File: src/rtl/fawl_pkg.sv
package fawl_pkg;

   // Widest history register the block supports.
   localparam int WINDOW_MAX = 62;

   // Bits needed for a rank index.
   function automatic int rank_bits(input int n);
      return (n > 1) ? $clog2(n) : 1;
   endfunction

   // Bits needed to hold a count of 0..w.
   function automatic int count_bits(input int w);
      return (w > 0) ? $clog2(w + 1) : 1;
   endfunction

endpackage

File: src/rtl/fawl_rank_decode.sv
module fawl_rank_decode #(
   parameter int NUM_RANKS = 4,
   parameter int RANK_W    = 2
) (
   input  logic                 valid,
   input  logic [RANK_W-1:0]    rank,
   output logic [NUM_RANKS-1:0] hit
);

   always_comb begin
      hit = '0;
      for (int r = 0; r < NUM_RANKS; r++) begin
         if (valid && (rank == RANK_W'(r))) hit[r] = 1'b1;
      end
   end

endmodule

File: src/rtl/fawl_rank_window.sv
module fawl_rank_window #(
   parameter int WINDOW    = 16,
   parameter int ACT_LIMIT = 4,
   parameter int CNT_W     = 5
) (
   input  logic clk,
   input  logic rst_n,
   input  logic mark,
   output logic allow
);

   logic [WINDOW-1:0] hist_q, hist_d;
   logic [CNT_W-1:0]  cnt_q, cnt_d, cnt_live;

   // cnt_live is the count after this cycle's expiry, so the oldest
   // entry no longer blocks in the cycle it leaves.
   always_comb begin
      cnt_live = cnt_q - CNT_W'(hist_q[0]);
      hist_d   = hist_q >> 1;
      hist_d[WINDOW-1] = hist_d[WINDOW-1] | mark;
      cnt_d    = cnt_live + CNT_W'(mark);
   end

   assign allow = (cnt_live < CNT_W'(ACT_LIMIT));

   always_ff @(posedge clk) begin
      if (!rst_n) begin
         hist_q <= '0;
         cnt_q  <= '0;
      end else begin
         hist_q <= hist_d;
         cnt_q  <= cnt_d;
      end
   end

endmodule

File: src/rtl/fawl_limiter.sv
module fawl_limiter
   import fawl_pkg::*;
#(
   parameter int NUM_RANKS = 4,
   parameter int WINDOW    = 16,
   parameter int ACT_LIMIT = 4,
   localparam int RANK_W   = rank_bits(NUM_RANKS)
) (
   input  logic                 clk,
   input  logic                 rst_n,
   input  logic                 req_act_valid,
   input  logic [RANK_W-1:0]    req_act_rank,
   input  logic                 ref_act_valid,
   input  logic [RANK_W-1:0]    ref_act_rank,
   output logic [NUM_RANKS-1:0] act_allow
);

   localparam int CNT_W = count_bits(WINDOW);

   // Parameter checks at elaboration.
   if (NUM_RANKS < 1) begin : g_bad_ranks
      $error("fawl_limiter: NUM_RANKS must be at least 1");
   end
   if ((WINDOW < 0) || (WINDOW > WINDOW_MAX)) begin : g_bad_window
      $error("fawl_limiter: WINDOW out of range 0..%0d", WINDOW_MAX);
   end
   if ((WINDOW > 0) && ((ACT_LIMIT < 1) || (ACT_LIMIT > WINDOW))) begin : g_bad_limit
      $error("fawl_limiter: ACT_LIMIT must lie in 1..WINDOW");
   end

   logic [NUM_RANKS-1:0] req_hit, ref_hit, mark;

   fawl_rank_decode #(.NUM_RANKS(NUM_RANKS), .RANK_W(RANK_W)) u_req_dec (
      .valid (req_act_valid),
      .rank  (req_act_rank),
      .hit   (req_hit)
   );

   fawl_rank_decode #(.NUM_RANKS(NUM_RANKS), .RANK_W(RANK_W)) u_ref_dec (
      .valid (ref_act_valid),
      .rank  (ref_act_rank),
      .hit   (ref_hit)
   );

   // Both sources share one slot per rank per cycle.
   assign mark = req_hit | ref_hit;

   if (WINDOW == 0) begin : g_off
      assign act_allow = '1;
   end else begin : g_on
      for (genvar r = 0; r < NUM_RANKS; r++) begin : g_rank
         fawl_rank_window #(
            .WINDOW    (WINDOW),
            .ACT_LIMIT (ACT_LIMIT),
            .CNT_W     (CNT_W)
         ) u_win (
            .clk   (clk),
            .rst_n (rst_n),
            .mark  (mark[r]),
            .allow (act_allow[r])
         );
      end
   end

endmodule

File: config.mk
export PLATFORM = sky130hd
export DESIGN_NAME = fawl_limiter
export DESIGN_NICKNAME = d
export VERILOG_FILES = /design/src/rtl/fawl_pkg.sv /design/src/rtl/fawl_rank_decode.sv /design/src/rtl/fawl_rank_window.sv /design/src/rtl/fawl_limiter.sv
export SDC_FILE = /design/constraint.sdc
export NUM_CORES = 1
export LEC_CHECK = 0
export BUFFER_PORTS_ARGS = -buffer_cell sky130_fd_sc_hd__buf_2
export CAP_MARGIN = 15
export CORE_UTILIZATION = 50
export CTS_CLUSTER_DIAMETER = 40
export DETAILED_ROUTE_END_ITERATION = 12
export PLACE_DENSITY = 0.77
export SLEW_MARGIN = 0
export SYNTH_ARGS = -nofsm -noshare
export SYNTH_HDL_FRONTEND = slang
export SYNTH_SLANG_ARGS = --single-unit
File: constraint.sdc
create_clock -name clk -period 1.59 [get_ports clk]
set_input_delay 0.2385 -clock clk [delete_from_list [all_inputs] [get_ports clk]]
set_output_delay 0.2385 -clock clk [all_outputs]
set_load 0.03 [all_outputs]
==> metrics.txt, run 1 <==
nets=~360; final count of hold timing violations=0; Seq cells post-synth=between 80 and 90; Boundary Pins=12; hold_buf cts=0; Initial Utilization=0.5236; Setup CP Type=reg -> out; Yosys cell types=36; pins over their slew limit=0; Clk Latency, worst-skew pair=about 0.35 ns; wire length per cell=about 13 um; Post-Synthesis Cells=301; core area=around 6000 um2; CP Capture Type=output port; Worst-path clk slew=about 0.08 ns; gpl congestion=0.7243; die span in y=between 80 and 90 um; largest net degree at the start of global routing=36; routed vias/inst=4.711; CTS Sinks=84; clock root cell=clkbuf_8; Lkg Pwr=1.708 nW; violated checks=negative setup slack; leading area contributor after synthesis=dfxtp_1; CP max stage cell=dfxtp_2; crit path DAT=about 1.6 ns; WP data required=~1.4 ns; Final min period=approximately 1.8 ns; Max Clk Rate=553.7 MHz; Detailed Routing Iterations Pass 1=4; register area share after synthesis=0.5361; detailed placement HPWL=3166 um; fin crit share=1.136; htree depth=3; skew final=~0.0048 ns; Rel. slew slack=0.6989; Final setup violation count=7; share of layout cells above drive strength 1=0.3488; CTS Buf Count=9; CP Cell Sequence=inv_2, ha_4, ha_4, xor2_2, nor3_2, buf_4; post-synth net total=~330; initial antenna violation count=0; setup slack after layout=-0.2160 ns; most frequent cells in the layout=dfxtp_1, and2_1, buf_4, ha_4, nor2_1; Routed WL=5301 um; Worst Hold Class=in -> reg; hold_ws=0.2095 ns; cell mode on critical path=ha_4; Iter 0 DRT Violations=44; Placement Rows=28; status=finished with violations; vias in the first global route=1,991; global route total overflow=0; CP max FO=4; DR DRC count=0; area grow syn2layout=29.80%; top-area cell type share of the netlist area=0.5361; Power Total=about 3.8 mW; FF-to-FF path depth=9; port buffer count=11; syn avg cell area=between 10 and 15 um2; antenna cells=0; VDD IR max=0.6441 mV; max cap viols=0; Vias=slightly below 2,000; Yosys Warn Count=0; GR Util All Layers=0.1847; Clock Path Buffers=2; DIE AREA=~6600 um2; actual slew at the worst max-slew pin=about 0.45 ns; slowest stage delay, CP=roughly 0.33 ns; antenna-violating nets left=0; Power per Cell Area=928.1 nW/um2; Hold Crit Depth=3; mapped cell area=between 3000 and 4000 um2; CP Launch Type=flop; CTS tree=done; synth top area cells=dfxtp_1, and2_1, ha_1; RSZ-0062 raised after global routing=yes; global-route wire length before repair=~9000 um; commonest non-fill, non-tap cell in the layout=dfxtp_1; Die X=around 81 um
## synthesized netlist by cell type (all sizes together)
cell type  instances
ha                16
nand2b             3
xor2              15
xnor2              9
a21oi              3
nand3              5
and4b              1
and2              74
nor2              14
a31oi              1
dfxtp             84
nor4b              1
a32oi              1
mux2               2
o22ai              1
nand2              7
nand4b             2
o21ai              6
nand4              1
nor4bb             1
clkbuf             9
and2b              1
o32ai              1
nor2b              3
mux2i              2
or2                1
nor3               4
nand3b             3
buf                6
inv               18
nor3b              6
## routing by layer
metal  track usage  vias up  share of wire  wire length, um
met5             0        -              0                0
met4       0.08393        0          0.020              104
met3       0.05169        9          0.027              143
met2        0.3059       19           0.51             2683
met1        0.2218      930           0.45             2369
li1              -     1016              -                -
## flip-flops by register name, summed over array words and instances, names as in the netlist
signal / count
g_on.g_rank.u_win.hist_q: 64
g_on.g_rank.u_win.cnt_q: 20
## where the power goes
| part | internal (mW) | total, mW | switching (mW) |
|---|---|---|---|
| Combinational | 0.0781 | 0.175 | 0.0972 |
| Sequential | 2.13 | 2.14 | 0.0143 |
| Clock | 0.726 | 1.46 | 0.734 |
| Total | 2.93 | 3.78 | 0.846 |
## stage by stage
stage | worst slack, ns | TNS (ns) | cell area [um2] | util | instances
after floorplan | -0.01075 | -0.01075 | 3217 | - | 301
after global placement | -0.1678 | -0.6637 | 3450 | 0.5758 | 393
after global routing | -0.2864 | -1.492 | 4071 | 0.6796 | 419
after CTS | -0.2584 | -1.166 | 3935 | 0.6569 | 420
after detailed placement | -0.2126 | -0.9279 | 3450 | 0.5758 | 393
final | -0.2160 | -0.9117 | 4071 | 0.6796 | 419
## cells by family after synthesis
logic type / count (synthesis) / share of synthesized area
compound gates: 13 / 0.02393
simple gates: 127 / 0.2469
mux: 4 / 0.01476
buf+inv: 33 / 0.04507
flops: 84 / 0.5361
xor+xnor: 24 / 0.06941
fa+ha+maj: 16 / 0.06382
## cell type report
cell class                 instances  area [um2]
inverter                          18       72.57
multi-input combinational        184        1697
tap                               75       93.84
sequential                        84        1695
fill                             445        1919
clock inverter                     6       65.06
timing repair buffer              42       320.3
clock buffer                      10       127.6
## critical path, delay by kind of cell, from the launching register on
kind,cells,cell delay (ns)
XOR/XNOR,1,0.15
buffers and inverters,2,0.23
AND/OR/NAND/NOR,1,0.18
flip-flops,1,0.33
adder cells (fa/ha/maj),2,0.34
## worst paths after layout
kind,start,to,slack [ns]
setup / recovery,g_on.g_rank[1].u_win.cnt_q[0]$_SDFF_PN0_,act_allow[1],-0.22
hold / removal,req_act_rank[1],g_on.g_rank[3].u_win.hist_q[15]$_SDFF_PN0_,0.21
setup reg to reg,g_on.g_rank[0].u_win.cnt_q[0]$_SDFF_PN0_,g_on.g_rank[0].u_win.cnt_q[3]$_SDFF_PN0_,-0.09
hold reg to reg,g_on.g_rank[0].u_win.hist_q[2]$_SDFF_PN0_,g_on.g_rank[0].u_win.hist_q[1]$_SDFF_PN0_,0.44
## timing repair
| item | in CTS | in global routing |
|---|---|---|
| cloned | 0 | 0 |
| pin swaps | 21 | 20 |
| setup buffers | 11 | 4 |
| gates resized for setup | 54 | 26 |
| setup endpoints to repair | 12 | 11 |
Power figures use the tool's default switching activity.
==> inputs of run 2 (changes only) <==
==> constraint.sdc (replaced) <==
create_clock -name clk -period 1.6 [get_ports clk]
set_input_delay 0.24 -clock clk [delete_from_list [all_inputs] [get_ports clk]]
set_output_delay 0.24 -clock clk [all_outputs]
set_load 0.03 [all_outputs]
==> metrics.txt, run 2 (synthesis results as in run 1) <==
wire length per cell=12.22 um (-3.4%); Final setup violation count=9 (+2); Boundary Pins=12 (unchanged); VDD IR max=0.7029 mV (+9.1%); DIE AREA=6594 um2 (unchanged); detailed placement HPWL=3035 um (-4.1%); global-route wire length before repair=8521 um (-5.5%); placed inst area=3390 um2 (-1.7%); CTS Buf Count=9 (unchanged); max reg flops=64 (unchanged); Max Clk Rate=539.2 MHz; clock root cell=clkbuf_8; Clk Latency, worst-skew pair=0.35 ns (about the same); CP max FO=4 (unchanged); skew final=0.007026 ns (+0.002246 ns); actual slew at the worst max-slew pin=0.4810 ns (+0.03413 ns); CTS Sinks=84 (unchanged); most frequent cells in the layout=and2_1, dfxtp_1, buf_4, nor2_1, ha_4; final count of hold timing violations=0 (unchanged); antenna-violating nets left=0 (unchanged); final std cells w/o fill=410 (-2.1%); setup slack after layout=-0.2545 ns (-0.03850 ns); Placement Rows=28 (unchanged); CP Capture Type=output port; htree depth=3 (unchanged); GR Util All Layers=0.1807 (-0.003957); vias in the first global route=1,972 (-0.95%); die span in y=81.21 um (unchanged); hold path startpoint=rst_n; design area=3946 um2 (-3.1%); Reg2Reg Launch Point=g_on.g_rank[3].u_win.cnt_q[0]$_SDFF_PN0_; Initial Utilization=0.5236 (unchanged); Worst Hold Class=in -> reg; # fillers=448 (+0.67%); violated checks=negative setup slack; status=finished with violations; Routed WL=5009 um (-5.5%); Final min period=between 1.5 and 2 ns; Worst-path clk slew=0.07 ns (about the same); crit path DAT=1.61 ns (+0.04 ns); hold_ws=0.1754 ns (-0.03407 ns); initial antenna violation count=0 (unchanged); largest net degree at the start of global routing=42 (+17%); hold_buf cts=0 (unchanged); routed vias/inst=4.815 (+2.2%); Detailed Routing Iterations Pass 1=4 (unchanged); gpl congestion=0.8057 (+11%); DP Cell Count=388 (-1.3%); WHS Endpoint=g_on.g_rank[3].u_win.cnt_q[1]$_SDFF_PN0_; area grow syn2layout=25.81%; R2R Path End=g_on.g_rank[3].u_win.cnt_q[4]$_SDFF_PN0_; core area=5991 um2 (unchanged); Vias=1,974 (unchanged); nets=356 (-1.9%); CTS tree=done; Iter 0 DRT Violations=59 (+34%); share of layout cells above drive strength 1=0.3134 (-0.03540); port buffer count=11 (unchanged); WP data required=1.36 ns (about the same); CP Launch Type=flop; Lkg Pwr=1.683 nW (-1.5%); DR DRC count=0 (unchanged); Hold Crit Depth=2 (-1); fin crit share=1.159; antenna cells=0 (unchanged); Power per Cell Area=948.1 nW/um2 (+2.2%); max cap viols=0 (unchanged); RSZ-0062 raised after global routing=yes; biggest regs=g_on.g_rank.u_win.hist_q x64, g_on.g_rank.u_win.cnt_q x20; global route total overflow=0 (unchanged); FF-to-FF path depth=9 (unchanged); worst slack, placed=-0.1968 ns (+0.01587 ns); r2r setup slk=-0.06 ns (+0.03 ns); Die X=81.21 um (unchanged); Setup CP Type=reg -> out; Clock Path Buffers=2 (unchanged); Largest Register=g_on.g_rank.u_win.hist_q; Rel. slew slack=0.6759 (-0.02300); pins over their slew limit=0 (unchanged)
[run 2: cell count changes in the layout (fill, tap and decap cells not counted), sizes merged]
cell      delta
clkinvlp     -1
buf          -7
clkbuf       +2
clkinv       -3
[run 2: worst max-delay path by stage]
stage	startpoint	to	slack, ns
CTS	g_on.g_rank[3].u_win.cnt_q[0]$_SDFF_PN0_	act_allow[3]	-0.25
floorplan	g_on.g_rank[2].u_win.cnt_q[0]$_SDFF_PN0_	g_on.g_rank[2].u_win.cnt_q[4]$_SDFF_PN0_	-0.009
detailed placement	req_act_valid	g_on.g_rank[2].u_win.cnt_q[4]$_SDFF_PN0_	-0.20
global placement	req_act_valid	g_on.g_rank[2].u_win.cnt_q[4]$_SDFF_PN0_	-0.16
global route	g_on.g_rank[2].u_win.cnt_q[0]$_SDFF_PN0_	act_allow[2]	-0.30
finish	g_on.g_rank[1].u_win.cnt_q[0]$_SDFF_PN0_	act_allow[1]	-0.25
[run 2: final cells by class]
class	count	area [um2]	area share
Sequential cell	84	1697	0.4299
Multi-Input combinational cell	184	1625	0.4119
Timing Repair Buffer	35	267.8	0.06785
Clock buffer	12	155.1	0.03932
Tap cell	75	93.84	0.02378
Inverter	18	72.57	0.01839
Clock inverter	2	35.03	0.008878
[run 2: critical path, stage by stage, from the launching register on]
cell and delay, ns:
dfxtp_2 0.32, inv_2 0.04, ha_4 0.17, ha_4 0.17
xor2_2 0.15, nor3_2 0.22, buf_4 0.20
[run 2: what timing repair did]
item                                    in CTS  in global routing
gates cloned                                 0                  0
setup buffers                                5                  3
endpoints found under the setup margin       9                 11
endpoints found under the hold margin        0                  0
gates resized for setup                     49                 24
pin swaps                                   20                 13
[run 2: per-stage QoR]
stage	utilization	setup TNS (ns)	total power, mW
after floorplan	-	-0.009012	2.256
final	0.6587	-0.8786	3.741
after CTS	0.6410	-0.9898	3.777
after global placement	0.5658	-0.6442	2.297
after detailed placement	0.5658	-0.8899	2.301
after global routing	0.6587	-1.563	3.886
[run 2: metal layers]
layer / part of all wire / wire, um / GRT usage
met1: 0.44 / 2217 / 0.2003
met2: 0.49 / 2463 / 0.3000
met3: 0.034 / 169 / 0.05506
met4: 0.032 / 159 / 0.1161
met5: 0 / 0 / 0
[run 2: report_power, final]
| part | switching (mW) | internal, mW |
|---|---|---|
| sequential | 0.0151 | 2.12 |
| clock | 0.669 | 0.787 |
| combinational | 0.0851 | 0.0679 |
==> inputs of run 3 (changes only) <==
--- a/config.mk
+++ b/config.mk
@@ -7,10 +7,10 @@
 export LEC_CHECK = 0
 export BUFFER_PORTS_ARGS = -buffer_cell sky130_fd_sc_hd__buf_2
 export CAP_MARGIN = 15
-export CORE_UTILIZATION = 50
+export CORE_UTILIZATION = 45
 export CTS_CLUSTER_DIAMETER = 40
 export DETAILED_ROUTE_END_ITERATION = 12
-export PLACE_DENSITY = 0.77
+export PLACE_DENSITY = 0.71
 export SLEW_MARGIN = 0
 export SYNTH_ARGS = -nofsm -noshare
 export SYNTH_HDL_FRONTEND = slang
==> metrics.txt, run 3 (synthesis results as in run 1) <==
Max Clk Rate=532.6 MHz (-1.2%); hold_ws=0.2096 ns (+0.03427 ns); actual slew at the worst max-slew pin=0.5566 ns (+0.07555 ns); share of layout cells above drive strength 1=0.3183 (+0.004885); Rel. slew slack=0.6250 (-0.05090); htree depth=3 (unchanged); violated checks=negative setup slack; CP max FO=3 (-1); Detailed Routing Iterations Pass 1=4 (unchanged); Clock Path Buffers=2 (unchanged); CTS Buf Count=9 (unchanged); pins over their slew limit=0 (unchanged); Reg2Reg Launch Point=g_on.g_rank[0].u_win.cnt_q[0]$_SDFF_PN0_; Clk Latency, worst-skew pair=0.34 ns (about the same); Vias=1,947 (-1.4%); critical path depth=6 (unchanged); largest net degree at the start of global routing=60 (+43%); GR Util All Layers=0.1427 (-0.03808); Die X=85.49 um (+5.3%); Critical Path Start=g_on.g_rank[1].u_win.cnt_q[0]$_SDFF_PN0_; CP Capture Type=output port; Worst setup endpoint=act_allow[1]; Power per Cell Area=959.6 nW/um2 (+1.2%); setup slack after layout=-0.2774 ns (-0.02289 ns); global-route wire length before repair=8079 um (-5.2%); fin crit share=1.173 (+0.01431); Worst-path clk slew=0.08 ns (about the same); r2r setup slk=-0.06 ns (about the same); nets=352 (-1.1%); skew final=0.008465 ns (+0.001439 ns); port buffer count=11 (unchanged); Iter 0 DRT Violations=45 (-24%); routed vias/inst=4.714 (-2.1%); status=finished with violations; WP data required=1.36 ns (about the same); DIE AREA=7309 um2 (+11%); CP Launch Type=flop; biggest regs=g_on.g_rank.u_win.hist_q x64, g_on.g_rank.u_win.cnt_q x20; crit path DAT=1.64 ns (+0.03 ns); CP max stage cell=dfxtp_2; die span in y=85.49 um (+5.3%); CTS Sinks=84 (unchanged); max reg flops=64 (unchanged); max cap viols=0 (unchanged); antenna-violating nets left=0 (unchanged); Largest Register=g_on.g_rank.u_win.hist_q; WP buf/inv=2 (unchanged); Setup CP Type=reg -> out; final count of hold timing violations=0 (unchanged); Initial Utilization=0.4643 (-0.05934); worst slack, placed=-0.2113 ns (-0.01450 ns); hold_buf cts=0 (unchanged); Placement Rows=30 (+7.1%); R2R Path End=g_on.g_rank[0].u_win.cnt_q[4]$_SDFF_PN0_; antenna cells=0 (unchanged); global route total overflow=0 (unchanged); Routed WL=4926 um (-1.7%); FF-to-FF path depth=9 (unchanged); wire length per cell=11.93 um (-2.4%); core area=6756 um2 (+13%); vias in the first global route=1,808 (-8.3%); Worst Hold Class=in -> reg; CTS tree=done; clock root cell=clkbuf_8; Final setup violation count=5 (-4); final std cells w/o fill=413 (+0.73%); DP Cell Count=387 (-0.26%); Boundary Pins=12 (unchanged); most frequent cells in the layout=and2_1, dfxtp_1, buf_4, nor2_1, ha_4; Lkg Pwr=1.654 nW (-1.7%); slowest stage delay, CP=0.33 ns (about the same); detailed placement HPWL=2807 um (-7.5%); Final min period=1.877 ns (+0.02289 ns); largest delay contributor family on the critical path=simple AND/OR/NAND/NOR gates; gpl congestion=0.7860 (-2.4%); RSZ-0062 raised after global routing=yes; VDD IR max=0.8097 mV (+15%); CP Cell Sequence=inv_2, ha_4, nor3b_4, xor2_1, nor3_2, buf_4; area grow syn2layout=26.09%; DR DRC count=0 (unchanged); initial antenna violation count=0 (unchanged); Power Total=3.795 mW (+1.4%)
## run 3: cell count changes in the layout (fill, tap and decap cells not counted), sizes merged
cell and delta:
buf -4, clkinv +1, clkbuf -1, inv +1
clkinvlp +1
## run 3: cell type report
type                       count  area, um2
inverter                      18      77.57
clock buffer                  11      141.4
multi-input combinational    184       1649
tap                           80      100.1
fill                         558       2801
timing repair buffer          31      230.2
sequential                    84       1697
clock inverter                 5      60.06
## run 3: metal layers
layer  vias to the layer above  GRT usage  part of all wire
met1                       926     0.1787              0.46
met2                        17     0.2276              0.49
met5                         -          0                 0
li1                        994          -                 -
met3                        10    0.04042             0.026
met4                         0    0.06818             0.020
## run 3: metrics by stage
step                      area, um2  utilization   TNS [ns]
after detailed placement       3351       0.4959    -0.9455
after global placement         3351       0.4959    -0.6586
after floorplan                3194            -  -0.009012
final                          3955       0.5854    -0.7716
after CTS                      3852       0.5702    -0.8766
after global routing           3955       0.5854     -1.359
## run 3: how the worst min path moves through the flow
stage / startpoint / to / cells past startpoint
floorplan: g_on.g_rank[1].u_win.hist_q[5]$_SDFF_PN0_ / g_on.g_rank[1].u_win.hist_q[4]$_SDFF_PN0_ / 1
global placement: g_on.g_rank[1].u_win.hist_q[5]$_SDFF_PN0_ / g_on.g_rank[1].u_win.hist_q[4]$_SDFF_PN0_ / 1
detailed placement: g_on.g_rank[3].u_win.hist_q[8]$_SDFF_PN0_ / g_on.g_rank[3].u_win.hist_q[7]$_SDFF_PN0_ / 1
CTS: ref_act_rank[0] / g_on.g_rank[3].u_win.hist_q[15]$_SDFF_PN0_ / 3
global route: req_act_rank[0] / g_on.g_rank[3].u_win.hist_q[15]$_SDFF_PN0_ / 3
finish: ref_act_rank[0] / g_on.g_rank[3].u_win.hist_q[15]$_SDFF_PN0_ / 3
## run 3: power by group
| part | switching (mW) | leakage, nW | internal [mW] |
|---|---|---|---|
| combinational | 0.0911 | 0.871 | 0.0725 |
| sequential | 0.0156 | 0.683 | 2.12 |
| clock | 0.730 | 0.0999 | 0.770 |
## run 3: worst reg2reg max path: cells and delay by family, from the launching register on
kind                     cells  cell delay, ns
AO/OA/AOI/OAI                1            0.20
adder cells (fa/ha/maj)      3            0.59
XOR/XNOR                     1            0.14
AND/OR/NAND/NOR              2            0.19
flip-flops                   1            0.34
buffers and inverters        2            0.08
## run 3: repair_timing
item,CTS,global route
setup endpoints to repair,10,10
gates resized for setup,55,23
pin swaps,23,19
buffers inserted,9,1
gates cloned,0,0
